### config.mk
export PLATFORM = sky130hd
export DESIGN_NAME = spi_host_regs
export DESIGN_NICKNAME = d
export VERILOG_FILES = /design/src/rtl/spi_regs_pkg.sv /design/src/rtl/spi_clk_div.sv /design/src/rtl/spi_shift_engine.sv /design/src/rtl/spi_reg_file.sv /design/src/rtl/spi_host_regs.sv
export SDC_FILE = /design/constraint.sdc
export NUM_CORES = 1
export LEC_CHECK = 0
export ABC_CLOCK_PERIOD_IN_PS = 3300
export BUFFER_PORTS_ARGS = -buffer_cell sky130_fd_sc_hd__buf_4
export CAP_MARGIN = 10
export CORE_MARGIN = 1
export CORE_UTILIZATION = 59
export DETAILED_ROUTE_END_ITERATION = 10
export PLACE_DENSITY = 0.8
export SLEW_MARGIN = 20
export SYNTH_ARGS = -nofsm -noshare
export SYNTH_HDL_FRONTEND = slang
export SYNTH_HIERARCHICAL = 1
export SYNTH_SLANG_ARGS = --single-unit
### constraint.sdc
create_clock -name clk -period 3.3 [get_ports clk]
set_clock_uncertainty 0.1 [all_clocks]
set_input_delay 0.495 -clock clk [delete_from_list [all_inputs] [get_ports clk]]
set_output_delay 0.495 -clock clk [all_outputs]
set_load 0.1 [all_outputs]
### src/rtl/spi_regs_pkg.sv
`timescale 1ns/1ps
package spi_regs_pkg;
    localparam int REG_W  = 16;
    localparam int BYTE_W = 8;
    localparam int DIV_W  = 7;
    localparam int BIT_W  = $clog2(REG_W);

    // word indices (byte offset / 2); decoded by software, so kept fixed
    localparam int OFS_DATA = 0;
    localparam int OFS_CTL  = 1;
    localparam int OFS_STAT = 2;

    localparam int CTL_EN    = 0;
    localparam int CTL_WIDE  = 2;
    localparam int CTL_RXIE  = 5;
    localparam int CTL_TXIE  = 6;
    localparam int CTL_PHASE = 7;
    localparam int CTL_IDLE  = 8;
    localparam int CTL_DIV   = 9;
    localparam logic [REG_W-1:0] CTL_MASK = 16'hFFE5;

    typedef enum logic [1:0] {
        ENG_IDLE,
        ENG_LEAD,
        ENG_SHIFT,
        ENG_TAIL
    } eng_state_t;

    typedef struct packed {
        logic             wide;
        logic             phase;
        logic             idle;
        logic [DIV_W-1:0] div;
    } xfer_cfg_t;
endpackage

### src/rtl/spi_clk_div.sv
`timescale 1ns/1ps
module spi_clk_div #(
    parameter int DIV_W = 7
) (
    input  logic             clk,
    input  logic             rst_n,
    input  logic             run,
    input  logic [DIV_W-1:0] div,
    output logic             tick
);
    localparam int CNT_W = DIV_W + 1;

    logic [CNT_W-1:0] cnt_q;
    logic [CNT_W-1:0] limit;

    // (div+1)*2 - 1 = 2*div + 1
    assign limit = {div, 1'b1};
    assign tick  = run && (cnt_q >= limit);

    always_ff @(posedge clk or negedge rst_n) begin
        if (!rst_n) begin
            cnt_q <= '0;
        end else if (!run || tick) begin
            cnt_q <= '0;
        end else begin
            cnt_q <= cnt_q + 1'b1;
        end
    end
endmodule

### src/rtl/spi_shift_engine.sv
`timescale 1ns/1ps
module spi_shift_engine
    import spi_regs_pkg::*;
(
    input  logic             clk,
    input  logic             rst_n,
    input  logic             start,
    input  xfer_cfg_t        cfg_in,
    input  logic [REG_W-1:0] tx_word,
    input  logic             idle_lvl,
    input  logic             miso,
    input  logic             tick,
    output logic             busy,
    output logic             done,
    output logic [REG_W-1:0] rx_word,
    output logic [DIV_W-1:0] div_q,
    output logic             sclk,
    output logic             mosi,
    output logic             cs_n
);
    eng_state_t       state, state_d;
    xfer_cfg_t        cfg_q;
    logic [REG_W-1:0] tx_q, rx_q, load_word;
    logic [BIT_W-1:0] bit_idx;
    logic             phase_q, sclk_q, mosi_q, cs_n_q;
    logic             last_bit;

    assign load_word = cfg_in.wide ? tx_word : {tx_word[BYTE_W-1:0], {BYTE_W{1'b0}}};
    assign last_bit  = bit_idx == (cfg_q.wide ? BIT_W'(REG_W - 1) : BIT_W'(BYTE_W - 1));

    always_ff @(posedge clk or negedge rst_n) begin
        if (!rst_n) state <= ENG_IDLE;
        else        state <= state_d;
    end

    always_comb begin
        state_d = state;
        unique case (state)
            ENG_IDLE:  if (start) state_d = ENG_LEAD;
            ENG_LEAD:  if (tick) state_d = ENG_SHIFT;
            ENG_SHIFT: if (tick && phase_q && last_bit) state_d = ENG_TAIL;
            ENG_TAIL:  if (tick) state_d = ENG_IDLE;
            default:   state_d = ENG_IDLE;
        endcase
    end

    always_ff @(posedge clk or negedge rst_n) begin
        if (!rst_n) begin
            cfg_q   <= '0;
            tx_q    <= '0;
            rx_q    <= '0;
            bit_idx <= '0;
            phase_q <= 1'b0;
            sclk_q  <= 1'b0;
            mosi_q  <= 1'b0;
            cs_n_q  <= 1'b1;
        end else begin
            unique case (state)
                ENG_IDLE: begin
                    if (start) begin
                        cfg_q   <= cfg_in;
                        tx_q    <= load_word;
                        rx_q    <= '0;
                        bit_idx <= '0;
                        phase_q <= 1'b0;
                        sclk_q  <= cfg_in.idle;
                        mosi_q  <= load_word[REG_W-1];
                        cs_n_q  <= 1'b0;
                    end
                end
                ENG_LEAD: begin
                    phase_q <= 1'b0;
                end
                ENG_SHIFT: begin
                    if (tick && !phase_q) begin
                        sclk_q  <= ~cfg_q.idle;
                        phase_q <= 1'b1;
                        if (!cfg_q.phase) rx_q   <= {rx_q[REG_W-2:0], miso};
                        else              mosi_q <= tx_q[REG_W-1];
                    end else if (tick) begin
                        sclk_q  <= cfg_q.idle;
                        phase_q <= 1'b0;
                        bit_idx <= bit_idx + 1'b1;
                        tx_q    <= {tx_q[REG_W-2:0], 1'b0};
                        if (cfg_q.phase) rx_q   <= {rx_q[REG_W-2:0], miso};
                        else             mosi_q <= tx_q[REG_W-2];
                    end
                end
                ENG_TAIL: begin
                    if (tick) cs_n_q <= 1'b1;
                end
                default: cs_n_q <= 1'b1;
            endcase
        end
    end

    assign busy    = state != ENG_IDLE;
    assign done    = (state == ENG_TAIL) && tick;
    assign rx_word = cfg_q.wide ? rx_q : {{BYTE_W{1'b0}}, rx_q[BYTE_W-1:0]};
    assign div_q   = cfg_q.div;
    assign sclk    = (state == ENG_IDLE) ? idle_lvl : sclk_q;
    assign mosi    = mosi_q;
    assign cs_n    = cs_n_q;
endmodule

### src/rtl/spi_reg_file.sv
`timescale 1ns/1ps
module spi_reg_file
    import spi_regs_pkg::*;
#(
    parameter int ADDR_W = 12
) (
    input  logic              clk,
    input  logic              rst_n,
    input  logic              bus_sel,
    input  logic              bus_wr,
    input  logic [ADDR_W-1:0] bus_addr,
    input  logic [1:0]        bus_be,
    input  logic [REG_W-1:0]  bus_wdata,
    output logic [REG_W-1:0]  bus_rdata,
    input  logic              eng_busy,
    input  logic              eng_done,
    input  logic [REG_W-1:0]  rx_word,
    output logic              start,
    output logic [REG_W-1:0]  tx_word,
    output xfer_cfg_t         cfg,
    output logic              idle_lvl,
    output logic              stat_bsy,
    output logic              stat_rbf,
    output logic              irq
);
    localparam int WIDX_W = ADDR_W - 1;
    localparam int LANES  = REG_W / BYTE_W;

    logic [WIDX_W-1:0] widx;
    logic              acc_ok, hit_data, hit_ctl, hit_stat;
    logic              wr_data, wr_ctl, rd_data;
    logic [REG_W-1:0]  ctl_q, data_q;
    logic              bsy_q, rbf_q;

    assign widx     = bus_addr[ADDR_W-1:1];
    assign acc_ok   = bus_sel && !bus_addr[0];
    assign hit_data = widx == WIDX_W'(OFS_DATA);
    assign hit_ctl  = widx == WIDX_W'(OFS_CTL);
    assign hit_stat = widx == WIDX_W'(OFS_STAT);
    assign wr_data  = acc_ok && bus_wr && hit_data && (|bus_be);
    assign wr_ctl   = acc_ok && bus_wr && hit_ctl;
    assign rd_data  = acc_ok && !bus_wr && hit_data;

    assign start = wr_data && ctl_q[CTL_EN] && !eng_busy;

    genvar g;
    generate
        for (g = 0; g < LANES; g++) begin : g_lane
            assign tx_word[g*BYTE_W +: BYTE_W] = bus_be[g] ? bus_wdata[g*BYTE_W +: BYTE_W] : '0;

            always_ff @(posedge clk or negedge rst_n) begin
                if (!rst_n)
                    ctl_q[g*BYTE_W +: BYTE_W] <= '0;
                else if (wr_ctl && bus_be[g])
                    ctl_q[g*BYTE_W +: BYTE_W] <= bus_wdata[g*BYTE_W +: BYTE_W] & CTL_MASK[g*BYTE_W +: BYTE_W];
            end
        end
    endgenerate

    always_ff @(posedge clk or negedge rst_n) begin
        if (!rst_n) begin
            data_q <= '0;
            bsy_q  <= 1'b0;
            rbf_q  <= 1'b0;
        end else if (eng_done) begin
            data_q <= rx_word;
            bsy_q  <= 1'b1;
            rbf_q  <= 1'b1;
        end else if (start) begin
            bsy_q  <= 1'b1;
            rbf_q  <= 1'b0;
        end else if (rd_data) begin
            bsy_q  <= 1'b0;
            rbf_q  <= 1'b0;
        end
    end

    always_comb begin
        bus_rdata = '0;
        if (acc_ok && !bus_wr) begin
            if (hit_data)      bus_rdata = data_q;
            else if (hit_ctl)  bus_rdata = ctl_q;
            else if (hit_stat) bus_rdata = {{(REG_W-2){1'b0}}, rbf_q, bsy_q};
        end
    end

    assign cfg.wide  = ctl_q[CTL_WIDE];
    assign cfg.phase = ctl_q[CTL_PHASE];
    assign cfg.idle  = ctl_q[CTL_IDLE];
    assign cfg.div   = ctl_q[CTL_DIV +: DIV_W];
    assign idle_lvl  = ctl_q[CTL_IDLE];
    assign stat_bsy  = bsy_q;
    assign stat_rbf  = rbf_q;
    assign irq = ctl_q[CTL_EN] &&
                 ((!bsy_q && ctl_q[CTL_TXIE]) || (rbf_q && ctl_q[CTL_RXIE]));
endmodule

### src/rtl/spi_host_regs.sv
`timescale 1ns/1ps
module spi_host_regs
    import spi_regs_pkg::*;
#(
    parameter int ADDR_W = 12
) (
    input  logic              clk,
    input  logic              rst_n,
    input  logic              bus_sel,
    input  logic              bus_wr,
    input  logic [ADDR_W-1:0] bus_addr,
    input  logic [1:0]        bus_be,
    input  logic [REG_W-1:0]  bus_wdata,
    output logic [REG_W-1:0]  bus_rdata,
    output logic              irq,
    output logic              sclk,
    output logic              mosi,
    input  logic              miso,
    output logic              cs_n
);
    logic             start, eng_busy, eng_done, tick, idle_lvl;
    logic             stat_bsy, stat_rbf;
    logic [REG_W-1:0] tx_word, rx_word;
    logic [DIV_W-1:0] div_q;
    xfer_cfg_t        cfg;

    spi_reg_file #(.ADDR_W(ADDR_W)) u_regs (
        .clk       (clk),
        .rst_n     (rst_n),
        .bus_sel   (bus_sel),
        .bus_wr    (bus_wr),
        .bus_addr  (bus_addr),
        .bus_be    (bus_be),
        .bus_wdata (bus_wdata),
        .bus_rdata (bus_rdata),
        .eng_busy  (eng_busy),
        .eng_done  (eng_done),
        .rx_word   (rx_word),
        .start     (start),
        .tx_word   (tx_word),
        .cfg       (cfg),
        .idle_lvl  (idle_lvl),
        .stat_bsy  (stat_bsy),
        .stat_rbf  (stat_rbf),
        .irq       (irq)
    );

    spi_shift_engine u_eng (
        .clk      (clk),
        .rst_n    (rst_n),
        .start    (start),
        .cfg_in   (cfg),
        .tx_word  (tx_word),
        .idle_lvl (idle_lvl),
        .miso     (miso),
        .tick     (tick),
        .busy     (eng_busy),
        .done     (eng_done),
        .rx_word  (rx_word),
        .div_q    (div_q),
        .sclk     (sclk),
        .mosi     (mosi),
        .cs_n     (cs_n)
    );

    spi_clk_div #(.DIV_W(DIV_W)) u_div (
        .clk   (clk),
        .rst_n (rst_n),
        .run   (eng_busy),
        .div   (div_q),
        .tick  (tick)
    );
endmodule

# == Word-level counts from Yosys, hierarchy flattened ==
# Index checks and enable logic that the tools add are counted.
# classes
muxes,51
n_reduce_logical,42
n_bitwise,1
add_sub_neg,2
eq_ne,17
magnitude_cmp,1
# op_table
operator,count
$mux 16,13
$pmux 16 s2,2
$mux 8,3
$logic_and 1x1->1,19
$mux 1,18
$mux 4,4
$eq 11x1->1 const B,1
$eq 11x2->1 const B,1
$logic_not 11->1,1
$mux 2,5
$reduce_and 5->1,2
$reduce_and 3->1,3
$add 8x1->8 const B,1
$ge 8x8->1,1
$ne 2x1->1 const B,4
$pmux 2 s4,1
$pmux 4 s2,1
$reduce_and 4->1,2
$ne 3x1->1 const B,2
$ne 3x3->1 const B,2
$pmux 1 s2,3
$reduce_bool 2->1,3
$reduce_bool 3->1,2
$logic_not 1->1,5
other kinds (12),15
# totals
wordCells,132
register_bits,91

# == Depth between registers and ports, before layout ==
# Gate-level depths: netlist of run 1.
# depth
word_depth,9
mapped_depth,13
depth_no_buf,10

# == Modules after synthesis ==
# The synthesis of run 1 kept the hierarchy.
# modules_own_cells
mod,area_per_inst_um2,seq_area_each_um2,cells_each,n_inst
spi_shift_engine,2680.1,1302.5,242,1
spi_reg_file,1687.9,775.7,145,1
spi_clk_div,541.8,200.2,57,1

# == Worst setup path after synthesis of run 1 ==
# Ideal clock, no wire load.
# synth_path
path_kind,input to output
start,input bus_addr[9]
end,output bus_rdata[1]
n_path_buf,0
stages,3
setup_slack_ns,-1.583
t_required_ns,2.705
arrival_time_ns,4.288
path_cell_list,or4b_4 -> or2_2 -> nor4_1
# synth_between
elab_chain_cells,5
word_cells_on_any_way,7
classes_between,eq/ne: 2; mux: 4; reduce/logical: 1
# synth_lines
item,line_no,rtl
start: declaration,spi_host_regs.sv:11,"input logic [ADDR_W-1:0] bus_addr,"
$eq 11x2->1,spi_reg_file.sv:39,assign hit_stat = widx == WIDX_W'(OFS_STAT);
$mux 2,spi_reg_file.sv:83,"else if (hit_stat) bus_rdata = {{(REG_W-2){1'b0}}, rbf_q, bsy_q};"
$mux 16,spi_reg_file.sv:82,else if (hit_ctl) bus_rdata = ctl_q;
$mux 16 (*),spi_reg_file.sv:81,if (hit_data) bus_rdata = data_q;
$mux 16 (*),spi_reg_file.sv:80,if (acc_ok && !bus_wr) begin
end: declaration,spi_host_regs.sv:14,"output logic [REG_W-1:0] bus_rdata,"
# Every way passes the cells marked *; elsewhere a longest branch is shown, timed or not.

# == Worst setup path in the final report of run 1 ==
# layout_path
start,input bus_addr[9]
end,output bus_rdata[3]
# layout_between
elab_chain_cells,3
# layout_lines
item,line_no,rtl
$logic_not 11->1,spi_reg_file.sv:37,assign hit_data = widx == WIDX_W'(OFS_DATA);
$mux 16,spi_reg_file.sv:81,
$mux 16,spi_reg_file.sv:80,
# Every way passes these cells.

==> results of run 1 <==
==> metrics by stage <==
stage                     utilization, %  hold slack (ns)  setup WS (ns)  cell area, sq um
after floorplan                        -           0.0994         -0.428              4930
after global placement              65.9            0.360          0.133              5200
after detailed placement            65.9            0.367          0.128              5200
after CTS                           68.5           0.0201          0.120              5400
after global routing                68.5           0.0345         0.0822              5400
final                               68.5           0.0119         0.0739              5400
==> power by group <==
part / internal (W) / leakage (nW) / switching, W
clock network: 0.000357 / 0.0935 / 0.000404
registers: 0.00112 / 1.22 / 0.00000695
logic: 0.0000506 / 1.20 / 0.0000586
==> registers in the layout (all words and copies together) (netlist names), 4 cells and up <==
signal,flops
u_eng/div_q,7
u_regs/data_q,16
u_div/cnt_q,8
u_eng/rx_q,16
u_regs/cfg,10
u_eng/bit_idx,4
u_eng/tx_q,16
==> worst max-delay path, stage by stage <==
cell	delay, ns
buf_4	0.11
or4b_4	0.56
or2_2	0.36
nor4_1	0.58
and2_1	0.23
buf_4	0.29
==> Yosys cell counts (all sizes together), types with 7 or more instances <==
cell    count  area (sq um)
dfrtp      90          2250
mux2       42           473
mux2i      25           263
nor2       36           135
a22o       17           149
a22oi       8          60.1
inv        16          60.1
and2       27           169
o21ai      21           169
buf        39           304
clkbuf      7          26.3
a21oi      13          68.8
nand2      23          86.3
ha         13           163
nand3      10          55.1
==> how the worst min path moves through the flow <==
stage                                from                    endpoint  slack (ns)  cells past startpoint
2_1_floorplan                       rst_n    u_div/cnt_q[0]$_DFF_PN0_         0.1                      0
3_3_place_gp     u_eng/sclk_q$_DFFE_PN0P_    u_eng/sclk_q$_DFFE_PN0P_        0.36                      2
3_5_place_dp   u_eng/tx_q[13]$_DFFE_PN0P_  u_eng/tx_q[13]$_DFFE_PN0P_        0.37                      2
4_1_cts                             rst_n    u_div/cnt_q[2]$_DFF_PN0_        0.02                      1
5_1_grt                             rst_n    u_div/cnt_q[1]$_DFF_PN0_        0.03                      1
6_report                            rst_n    u_div/cnt_q[1]$_DFF_PN0_        0.01                      1
==> cell type report <==
class                   instances  area, sq um  share of cell area (%)
inverters                      16         60.1                    1.11
clock inverters                 6         71.3                    1.32
repair buffers                 61          470                    8.71
well taps                     102          128                    2.36
clock buffers                  10          128                    2.36
flip-flops and latches         91         2280                    42.2
multi-input cells             291         2260                    41.9
==> layer usage <==
metal | up-vias | global-route usage, % | part of all wire (%)
li1 | 1580 | - | -
met2 | 64 | 39.2 | 49
met3 | 25 | 6.67 | 3.3
met4 | 0 | 8.59 | 3.0
met1 | 1625 | 32.4 | 45
met5 | - | 0 | 0
==> cell families after synthesis <==
family	count (synthesis)
buffers and inverters	62
multiplexers	67
XOR/XNOR	11
AO/OA/AOI/OAI	74
adder cells (fa/ha/maj)	13
flip-flops	91
AND/OR/NAND/NOR	126
==> metrics.txt, run 1 <==
status=complete, no violations; Compound-Gate Fraction of Synth Area=11.5%; area growth from synthesis to layout=9.99%; pwr dens=371 nW/um^2; gr usage total=24.6%; Yosys warning total=6; reg2reg start=u_div/cnt_q[3]$_DFF_PN0_; Setup Crit Path Kind=input pin to output pin; I/O pin cnt=55; DR vias/cell=5.71; Core ar.=7890 sq um; drt wl/cell=16.7 microns; Max clock buf depth=2; number of flops mapped to enable cells by yosys=0; Horiz. Die Dim=93.2 microns; Routed WL=9.66 mm; Fill cells=584; clock root cell=clkbuf_8; hold crit path type=input pin to asynchronous set/reset pin; Pleak=2.51 nW; Max-cap violations=0; largest family of logic cells by synthesized area=multiplexers; DRT Pass-1 Iters=4; Mean Syn Cell Area=11.1 sq um; Period minus WS final=3.23 ns; IO Port Bufs=54; r2r worst-path depth=10; Fin. Hold Viols=0; # setup viols final=0; CP endpoint kind=output pin; Worst Setup SP=bus_addr[9]; Post-Syn Area=4910 sq um; hold buffers post-CTS=0; GPL Wtd Cong=0.802; CTS Buf Count=9; antenna viol nets, final=0; fmax=310 MHz; Synth Area in XOR/XNOR=1.96%; Unique masters post-synth=57; Synthesized Nets=492; drt first-iter violations=117; share of layout cells above drive strength 1=30.1%; most common cell after layout, fill and taps aside=dfrtp_1; #FFs+latches synth=91; Cell Count, Final, Fillers Out=577; die area=8690 sq um; Synth async-reset ratio=100%; R2R Setup Slk=0.65 ns; RSZ-0062 raised after global routing=false; Synth Area in Adders=3.31%; DRC viols=0; initial antenna violation count=0; CP Data Required Time=2.70 ns; routed vias=3294; DP Cell Count=561; crit path max fanout=3; commonest non-fill, non-tap cells in the layout=dfrtp_1 (90), buf_4 (60), mux2_2 (34); clk_lat worst skew=0.36 ns; Gate Count Post-Synth=444; antenna cells=0; top_reg_cell synth=dfrtp_1; setup repair bufs after CTS=0; simple-gate share of the synthesized area=13.9%; global route overflow=0; Starting Density=62.2%; CTS tree=done; Die Y=93.2 microns; mux contribution to synthesized area=15.0%; vias in the first global route=3301; CP startpoint kind=input pin; H-Tree Depth=3; Tightest Pin Transition=0.664 ns; clk sinks=91; setup TNS=0 ns; Max-slew headroom=55.3%; post-synthesis sequential area ratio=46.4%; total power=0.00200 W; post_cts resized=0; Final period util=97.8%; worst vdd ir=287 uV; Final Max Tran Viols=0; Worst Setup EP=bus_rdata[3]; largest net degree at the start of global routing=44; Worst Path Arrival=2.63 ns; post-detail-place hpwl=7.18 mm; first-pass GRT wire length=16.3 mm; Worst-path clk slew=0.08 ns; Nets=518; Rows=32; R2R Path End=u_eng/tx_q[7]$_DFFE_PN0P_
Note: power is estimated with default switching activity, not from simulation.
==> run 2, diff against run 1 <==
--- a/config.mk
+++ b/config.mk
@@ -9,9 +9,10 @@
 export BUFFER_PORTS_ARGS = -buffer_cell sky130_fd_sc_hd__buf_4
 export CAP_MARGIN = 10
 export CORE_MARGIN = 1
-export CORE_UTILIZATION = 59
+export CORE_UTILIZATION = 25
 export DETAILED_ROUTE_END_ITERATION = 10
-export PLACE_DENSITY = 0.8
+export HOLD_SLACK_MARGIN = 0.05
+export RECOVER_POWER = 50
 export SLEW_MARGIN = 20
 export SYNTH_ARGS = -nofsm -noshare
 export SYNTH_HDL_FRONTEND = slang
==> metrics.txt, run 2 (synthesis gave the netlist of run 1 again) <==
critical path's most frequent cell=buf_4; fmax=318 MHz; antenna viol nets, final=0; commonest non-fill, non-tap cells in the layout=dfrtp_1 (90), buf_4 (58), mux2_2 (34); Max clock buf depth=2; Gate power share=4.7%; Cell Count, Final, Fillers Out=737; Worst Setup SP=bus_addr[9]; Max-slew headroom=0.304%; crit path max fanout=3; Worst Path Arrival=2.55 ns; initial antenna violation count=1; Pleak=2.56 nW; CTS tree=done; IO Port Bufs=54; post-detail-place hpwl=8.35 mm; setup repair bufs after CTS=0; gr usage total=11.9%; CP Depth=6; area growth from synthesis to layout=16.1%; die area=20200 sq um; Net Switching=0.000516 W; Die Y=142 microns; CP Cell Sequence=buf_4 > or4b_4 > or2_2 > nor4_1 > and2_1 > buf_4; clock root cell=clkbuf_16; CP startpoint kind=input pin; I/O pin cnt=55; slowest CP cell=or4b_4; largest net degree at the start of global routing=58; DR vias/cell=4.53; hold buffers post-CTS=0; Fill cells=1925; clock network power share=47.6%; R2R Setup Slk=0.69 ns; vias in the first global route=3499; Horiz. Die Dim=142 microns; critical path's largest stage delay=0.55 ns; post_cts resized=0; Core ar.=19000 sq um; CTS Buf Count=9; Buf/Inv on CP=2; Nets=520; hold crit path type=input pin to register; clk sinks=91; Final period util=95.4%; most common cell after layout, fill and taps aside=dfrtp_1; GPL Wtd Cong=0.785; drt wl/cell=15.2 microns; Setup Crit Path Kind=input pin to output pin; CP Data Required Time=2.70 ns; Final Max Tran Viols=0; status=complete, no violations; worst vdd ir=164 uV; net switching fraction of the power=21.7%; routed vias=3341; largest registers in the final layout=u_eng/rx_q x16, u_eng/tx_q x16, u_regs/data_q x16; Max-cap violations=0; share of layout cells above drive strength 1=29.4%; Tightest Pin Transition=1.50 ns; final core occ=30.1%; global route overflow=0; Rows=50; crit-path leading delay family=simple AND/OR/NAND/NOR gates; pwr dens=417 nW/um^2; DRC viols=0; RSZ-0062 raised after global routing=false; DP Cell Count=721; R2R Path End=u_eng/tx_q[5]$_DFFE_PN0P_; DRT Pass-1 Iters=4; drt first-iter violations=121; r2r worst-path depth=12; Worst Setup EP=bus_rdata[3]; Worst-path clk slew=0.06 ns; first-pass GRT wire length=18.5 mm; H-Tree Depth=3; Period minus WS final=3.15 ns; antenna cells=0; reg2reg start=u_eng/state[0]$_DFFE_PN0P_; Starting Density=25.9%; Fin. Hold Viols=0; # setup viols final=0; CP endpoint kind=output pin; Routed WL=11.2 mm; Seq pwr share=47.7%; Int Power=0.00186 W; clk_lat worst skew=0.35 ns
[run 2: routing by layer]
layer / up-vias / global-route usage [%] / wire length (microns)
met2: 84 / 19.0 / 5280
li1: 1582 / - / -
met4: 0 / 6.73 / 384
met1: 1657 / 15.3 / 5100
met5: - / 0 / 0
met3: 18 / 1.92 / 409
[run 2: metrics by stage]
step	setup TNS [ns]	total power (W)	cell area [sq um]	hold slack (ns)	worst slack, ns
final	0	0.00238	5700	0.275	0.153
after floorplan	-3.16	0.00120	4930	0.0994	-0.428
after detailed placement	0	0.00127	5400	0.370	0.193
after global routing	0	0.00245	5700	0.276	0.0607
after CTS	0	0.00241	5730	0.142	0.186
after global placement	0	0.00127	5400	0.361	0.154
[run 2: layout make-up]
type / count / area [sq um] / area share, %
Sequential cell: 91 / 2280 / 40.0
Multi-Input combinational cell: 291 / 2250 / 39.5
Timing Repair Buffer: 63 / 455 / 7.99
Tap cell: 260 / 325 / 5.71
Clock buffer: 10 / 239 / 4.19
Clock inverter: 6 / 88.8 / 1.56
Inverter: 16 / 60.1 / 1.05
[run 2: worst min-delay path by stage]
| stage | start | end | cells after the start |
|---|---|---|---|
| floorplan | rst_n | u_div/cnt_q[0]$_DFF_PN0_ | 0 |
| global placement | u_eng/sclk_q$_DFFE_PN0P_ | u_eng/sclk_q$_DFFE_PN0P_ | 2 |
| detailed placement | u_eng/tx_q[8]$_DFFE_PN0P_ | u_eng/tx_q[8]$_DFFE_PN0P_ | 2 |
| CTS | rst_n | u_div/cnt_q[3]$_DFF_PN0_ | 1 |
| global route | bus_wdata[9] | u_regs/cfg[0]$_DFFE_PN0P_ | 2 |
| finish | bus_wdata[9] | u_regs/cfg[0]$_DFFE_PN0P_ | 2 |
[run 2: power groups by stage]
stage / clock network (W) / logic [W] / registers [W]
2_1_floorplan: 0 / 0.0000474 / 0.00115
3_3_place_gp: 0 / 0.000113 / 0.00115
3_5_place_dp: 0 / 0.000116 / 0.00115
4_1_cts: 0.00116 / 0.000116 / 0.00113
5_1_grt: 0.00120 / 0.000123 / 0.00113
6_report: 0.00113 / 0.000111 / 0.00113
